$ cat config.mk
export PLATFORM = sky130hd
export DESIGN_NAME = uart_flow_ctrl
export DESIGN_NICKNAME = d
export VERILOG_FILES = /design/src/rtl/fc_pkg.sv /design/src/rtl/fc_datapath.sv /design/src/rtl/fc_ctrl.sv /design/src/rtl/uart_flow_ctrl.sv
export SDC_FILE = /design/constraint.sdc
export NUM_CORES = 1
export LEC_CHECK = 0
export CAP_MARGIN = 5
export CORE_AREA = 2 2 39 41
export CTS_BUF_LIST = sky130_fd_sc_hd__clkbuf_8
export DETAILED_ROUTE_END_ITERATION = 7
export DIE_AREA = 0 0 41 43
export DONT_BUFFER_PORTS = 1
export PLACE_DENSITY = 0.92
export SKIP_CTS_REPAIR_TIMING = 1
export SYNTH_ARGS = -nofsm -noshare
export SYNTH_HDL_FRONTEND = slang
export SYNTH_SLANG_ARGS = --single-unit
$ cat constraint.sdc
create_clock -name clk -period 2.5 [get_ports clk]
set_input_delay 0 -clock clk [delete_from_list [all_inputs] [get_ports clk]]
set_output_delay 0 -clock clk [all_outputs]
set_load 0.02 [all_outputs]
$ cat src/rtl/fc_pkg.sv
package fc_pkg;

  typedef struct packed {
    logic atHalt;
    logic atResume;
    logic isXon;
    logic isXoff;
  } fcFlags_t;

  typedef struct packed {
    logic rtsHold;
    logic haltTx;
    logic sendReq;
    logic sendXoff;
    logic dropChar;
  } fcCmd_t;

endpackage

$ cat src/rtl/fc_datapath.sv
module fc_datapath
  import fc_pkg::*;
#(
  parameter int DEPTH  = 64,
  parameter int CHAR_W = 8,
  localparam int LVL_W = $clog2(DEPTH + 1)
) (
  input  logic [LVL_W-1:0]  rxLevel,
  input  logic [LVL_W-1:0]  cfgHaltLvl,
  input  logic [LVL_W-1:0]  cfgResumeLvl,
  input  logic              rxStrobe,
  input  logic [CHAR_W-1:0] rxData,
  input  logic [CHAR_W-1:0] cfgXonChar,
  input  logic [CHAR_W-1:0] cfgXoffChar,
  input  logic              ctsN,
  input  logic              cfgAutoCts,
  input  logic              cfgAutoRts,
  input  fcCmd_t            cmd,
  output fcFlags_t          flags,
  output logic              rtsN,
  output logic              txDataEn,
  output logic              ctrlReq,
  output logic [CHAR_W-1:0] ctrlChar,
  output logic              rxWrite
);

  logic ctsOk;

  // Threshold compares and character matches feed the control module.
  always_comb begin
    flags.atHalt   = (rxLevel >= cfgHaltLvl);
    flags.atResume = (rxLevel <= cfgResumeLvl);
    flags.isXon    = (rxData == cfgXonChar);
    flags.isXoff   = (rxData == cfgXoffChar);
  end

  assign ctsOk    = !cfgAutoCts || !ctsN;
  assign rtsN     = cmd.rtsHold && cfgAutoRts;
  assign ctrlReq  = cmd.sendReq;
  assign ctrlChar = cmd.sendXoff ? cfgXoffChar : cfgXonChar;
  assign txDataEn = ctsOk && !cmd.haltTx && !cmd.sendReq;
  assign rxWrite  = rxStrobe && !cmd.dropChar;

endmodule

$ cat src/rtl/fc_ctrl.sv
module fc_ctrl
  import fc_pkg::*;
(
  input  logic     clk,
  input  logic     rstN,
  input  fcFlags_t flags,
  input  logic     rxStrobe,
  input  logic     ctrlAck,
  input  logic     cfgAutoRts,
  input  logic     cfgSwTx,
  input  logic     cfgSwRx,
  input  logic     cfgXonAny,
  output fcCmd_t   cmd
);

  logic rtsHold, haltTx, pending, pendXoff, remoteStopped;

  // Request-to-send hysteresis: set at the halt level, kept until the resume level.
  always_ff @(posedge clk or negedge rstN) begin
    if (!rstN) rtsHold <= 1'b0;
    else       rtsHold <= cfgAutoRts && (flags.atHalt || (rtsHold && !flags.atResume));
  end

  // Local transmitter stop from received Xon/Xoff; an Xoff takes precedence.
  always_ff @(posedge clk or negedge rstN) begin
    if (!rstN)                haltTx <= 1'b0;
    else if (!cfgSwTx)        haltTx <= 1'b0;
    else if (rxStrobe) begin
      if (flags.isXoff)                     haltTx <= 1'b1;
      else if (flags.isXon || cfgXonAny)    haltTx <= 1'b0;
    end
  end

  // Outgoing control-character request, held until acknowledged.
  always_ff @(posedge clk or negedge rstN) begin
    if (!rstN) begin
      pending       <= 1'b0;
      pendXoff      <= 1'b0;
      remoteStopped <= 1'b0;
    end else if (pending) begin
      if (ctrlAck) begin
        pending       <= 1'b0;
        remoteStopped <= pendXoff;
      end
    end else if (!cfgSwRx) begin
      remoteStopped <= 1'b0;
    end else if (!remoteStopped && flags.atHalt) begin
      pending  <= 1'b1;
      pendXoff <= 1'b1;
    end else if (remoteStopped && flags.atResume) begin
      pending  <= 1'b1;
      pendXoff <= 1'b0;
    end
  end

  always_comb begin
    cmd.rtsHold  = rtsHold;
    cmd.haltTx   = haltTx;
    cmd.sendReq  = pending;
    cmd.sendXoff = pendXoff;
    cmd.dropChar = cfgSwTx && (flags.isXon || flags.isXoff);
  end

  AST_RTS_HALT: assert property (@(posedge clk) disable iff (!rstN)
    (cfgAutoRts && flags.atHalt) |=> rtsHold);
  AST_RTS_HYST: assert property (@(posedge clk) disable iff (!rstN)
    (cfgAutoRts && rtsHold && !flags.atResume) |=> rtsHold);
  AST_RTS_OFF: assert property (@(posedge clk) disable iff (!rstN)
    !cfgAutoRts |=> !rtsHold);
  AST_XOFF_HALTS: assert property (@(posedge clk) disable iff (!rstN)
    (cfgSwTx && rxStrobe && flags.isXoff) |=> haltTx);
  AST_REQ_HELD: assert property (@(posedge clk) disable iff (!rstN)
    (pending && !ctrlAck) |=> (pending && $stable(pendXoff)));

endmodule

$ cat src/rtl/uart_flow_ctrl.sv
module uart_flow_ctrl
  import fc_pkg::*;
#(
  parameter int DEPTH  = 64,
  parameter int CHAR_W = 8,
  localparam int LVL_W = $clog2(DEPTH + 1)
) (
  input  logic              clk,
  input  logic              rstN,
  input  logic [LVL_W-1:0]  rxLevel,
  input  logic              rxStrobe,
  input  logic [CHAR_W-1:0] rxData,
  input  logic              ctsN,
  input  logic              ctrlAck,
  input  logic              cfgAutoRts,
  input  logic              cfgAutoCts,
  input  logic              cfgSwTx,
  input  logic              cfgSwRx,
  input  logic              cfgXonAny,
  input  logic [LVL_W-1:0]  cfgHaltLvl,
  input  logic [LVL_W-1:0]  cfgResumeLvl,
  input  logic [CHAR_W-1:0] cfgXonChar,
  input  logic [CHAR_W-1:0] cfgXoffChar,
  output logic              rtsN,
  output logic              txDataEn,
  output logic              ctrlReq,
  output logic [CHAR_W-1:0] ctrlChar,
  output logic              rxWrite
);

  fcFlags_t flags;
  fcCmd_t   cmd;

  fc_ctrl u_ctrl (
    .clk(clk), .rstN(rstN), .flags(flags), .rxStrobe(rxStrobe),
    .ctrlAck(ctrlAck), .cfgAutoRts(cfgAutoRts), .cfgSwTx(cfgSwTx),
    .cfgSwRx(cfgSwRx), .cfgXonAny(cfgXonAny), .cmd(cmd)
  );

  fc_datapath #(.DEPTH(DEPTH), .CHAR_W(CHAR_W)) u_dp (
    .rxLevel(rxLevel), .cfgHaltLvl(cfgHaltLvl), .cfgResumeLvl(cfgResumeLvl),
    .rxStrobe(rxStrobe), .rxData(rxData), .cfgXonChar(cfgXonChar),
    .cfgXoffChar(cfgXoffChar), .ctsN(ctsN), .cfgAutoCts(cfgAutoCts),
    .cfgAutoRts(cfgAutoRts), .cmd(cmd), .flags(flags), .rtsN(rtsN),
    .txDataEn(txDataEn), .ctrlReq(ctrlReq), .ctrlChar(ctrlChar),
    .rxWrite(rxWrite)
  );

  AST_CTS_GATE: assert property (@(posedge clk) disable iff (!rstN)
    (cfgAutoCts && ctsN) |-> !txDataEn);
  AST_CTRL_FIRST: assert property (@(posedge clk) disable iff (!rstN)
    ctrlReq |-> !txDataEn);
  AST_CONSUME: assert property (@(posedge clk) disable iff (!rstN)
    (cfgSwTx && (rxData == cfgXonChar || rxData == cfgXoffChar)) |-> !rxWrite);

endmodule

==> flow_summary_export.csv <==
group,metric,value,unit
global_route,antenna_found_initial,0,
timing,finalSetupViolCount,0,
yosys,ys_async_sr_fraction,100.0,%
clocking,cts_buffer_depth,2,
detailed_routing,postRouteAntennaNets,0,
detailed_routing,drc,0,
power,leakagePower,0.0004469,uW
power,p_int,320.5,uW
power,p_sw,223.5,uW
floorplan,dieArea,1763,sq um
worst_setup_path,cp_max_fo,3,
power,power_density,546.2,nW/um^2
yosys,seq_area_frac_synth,14.18,%
detailed_routing,drt-met1-wl,810,microns
yosys,netlist_area,882.1,sq um
place,hpwl,1684,microns
worst_setup_path,reg2reg_to,"u_ctrl.haltTx$_DFFE_PN0P_",
power,seqPwrFrac,28.2,%
clocking,clock_sinks,5,
detailed_routing,vias,782,
place,gp_congestion,0.7915,
yosys,yosys.area.top_type_share,19.86,%
min_path,worstHoldEndpoint,"u_ctrl.pending$_DFF_PN0_",
min_path,hold_path.class,"in2reg",
place,placed_cell_area,890.9,sq um
clocking,tritoncts.num_buffers,3,
min_path,min_from,"ctrlAck",
timing,skew,5.220,ps
worst_setup_path,end_kind,"flop",
detailed_routing,dr.pass1.iters,4,
timing,fin_setup_tns,0,ps
worst_setup_path,r2r_cells,3,
global_route,grt_pass1_wl,2953,microns
clocking,cts_root_buf,"clkbuf_8",
timing,worst_slew_pin_slew,688.8,ps
timing,rsz0062_at_grt,"false",
worst_setup_path,timing.critical_path.from_type,"input pin",
final_layout,drive_above_1_share,12.50,%
floorplan,row_count,14,
global_route,grtUsageTotal,23.38,%
detailed_routing,drt_iter0_markers,7,
place,portBuffers,0,
yosys,synth_nets,172,
yosys,netlist_instances,103,
final_layout,layout.nets,182,
floorplan,die_h,43,microns
clocking,cts_tree,"done",
worst_setup_path,crit_type,"in2reg",
power,p_sw_share,41.08,%
detailed_routing,drt-total-wl,2101,microns
detailed_routing,vias_per_cell,6.109,
power,p_clk_share,27.7,%
floorplan,coreArea,1384,sq um
run,cap_violations,0,
floorplan,start_util,63.74,%
yosys,synthTopCellsByCount,"inv_1 (16), xnor2_1 (16), ha_1 (14)",
detailed_routing,met3_length,102,microns
yosys,ys_types,27,
outcome,status,"completed",
clocking,clock_latency,230,ps
yosys,synth_ff_type,"dfrtp_1",
yosys,ys_warn_count,0,
clocking,path_clk_slew,40,ps
power,combPwrFrac,44.1,%
timing,hold_violations,0,
worst_setup_path,cp.required,2600,ps
timing,slew_headroom,53.81,%
power,max-vdd-ir-drop,0.3155,mV
global_route,grt-ovfl-total,0,
worst_setup_path,cp_data_arrival_time,1860,ps
floorplan,pin_count,67,
timing,period_share,70.46,%
final_layout,antenna_cells,0,
final_layout,area_delta_synth_final,12.91,%
global_route,grt_start_max_net_pins,11,
final_layout,fin_area,996.0,sq um
timing,fin_crit,1761,ps
clocking,h-tree-depth,1,
detailed_routing,highest_layer,"met3",
yosys,synth_area_leaders,"ha_1 (20%), xnor2_1 (16%), dfrtp_1 (14%), mux2_2 (10%), inv_1 (6.8%)",
yosys,avgSynthCellArea,8.564,sq um
yosys,synth-edff-count,0,
worst_setup_path,r2r_slack,1200,ps
timing,fmax,0.5677,GHz
yosys,synth_area_leader_cell,"ha_1",
detailed_routing,wl_per_cell,16.41,microns
yosys,synth-seq-cells,5,
worst_setup_path,crit_start,"cfgSwTx",
timing,slew_violations,0,
floorplan,die-width,41,microns
worst_setup_path,rr_startpoint,"u_ctrl.haltTx$_DFFE_PN0P_",
global_route,grt_pass1_vias,779,
detailed_routing,route.met2.wl,1188,microns
min_path,whs_path_depth,2,
[placed cells by master, fill, tap and decap left out, types with 2 or more instances in the layout]
master	count
mux2_2	8
nand4_1	5
o21ai_1	2
nand2_1	3
inv_1	17
a31oi_1	2
nand3b_1	3
xnor2_1	16
clkbuf_8	3
nand3_1	2
o21ai_0	4
dfrtp_1	5
nor2_1	5
a21oi_1	5
ha_1	14
dlygate4sd3_1	6
[routing by layer]
layer | up-vias | global-route usage, %
li1 | 379 | -
met1 | 374 | 28.48
met2 | 29 | 39.38
met3 | 0 | 1.047
met4 | 0 | 10.67
met5 | - | 0
[power groups by stage]
stage          combinational [uW]  clock, uW  sequential [uW]
6_report                      240        151              154
5_1_grt                       263        156              159
4_1_cts                       232        149              151
3_5_place_dp                  232          0              151
3_3_place_gp                  223          0              150
2_1_floorplan                 235          0              128
[worst max path at each step]
stage | endpoint | slack, ps
floorplan | u_ctrl.pendXoff$_DFFE_PN0P_ | 1270
global placement | u_ctrl.pendXoff$_DFFE_PN0P_ | 1240
detailed placement | u_ctrl.pendXoff$_DFFE_PN0P_ | 1190
CTS | txDataEn | 1180
global route | u_ctrl.haltTx$_DFFE_PN0P_ | 700
finish | u_ctrl.haltTx$_DFFE_PN0P_ | 740
[critical path, cell delays in order]
cell and delay, ps:
dlygate4sd3_1 580, nand3_1 80, dlygate4sd3_1 550, o211ai_1 70, dlygate4sd3_1 590
[per-stage QoR]
step / std cells / utilization, % / hold slack, ps / power (uW) / worst slack (ps)
floorplan: 103 / - / -295.6 / 362.7 / 1268
global placement: 118 / 64.38 / -295.5 / 372.6 / 1237
detailed placement: 118 / 64.38 / -295.5 / 383.5 / 1185
CTS: 122 / 67.63 / -530.7 / 532.8 / 1182
global route: 128 / 71.97 / 33.30 / 578.2 / 699.4
finish: 128 / 71.97 / 10.86 / 544.0 / 738.6
[cell families (layout without fill, tap and decap cells)]
group	count (synthesis)	after routing	share of synthesized area [%]
buf+inv	17	26	8.085
flops	5	5	14.18
fa+ha+maj	14	14	19.86
xor+xnor	16	16	15.89
simple gates	21	21	13.62
mux	8	8	10.21
compound gates	22	22	18.16
[state kept, by name, summed over array words and instances (netlist names)]
name	cells
u_ctrl.rtsHold	1
u_ctrl.pendXoff	1
u_ctrl.remoteStopped	1
u_ctrl.haltTx	1
u_ctrl.pending	1
[cell type report]
class	count	area, sq um
clock buffers	3	41.29
clock inverters	1	3.754
fillers	110	387.9
inverters	16	60.06
multi-input cells	81	685.7
flip-flops and latches	5	125.1
well taps	16	20.02
repair buffers	6	60.06
Power figures use the tool's default switching activity.
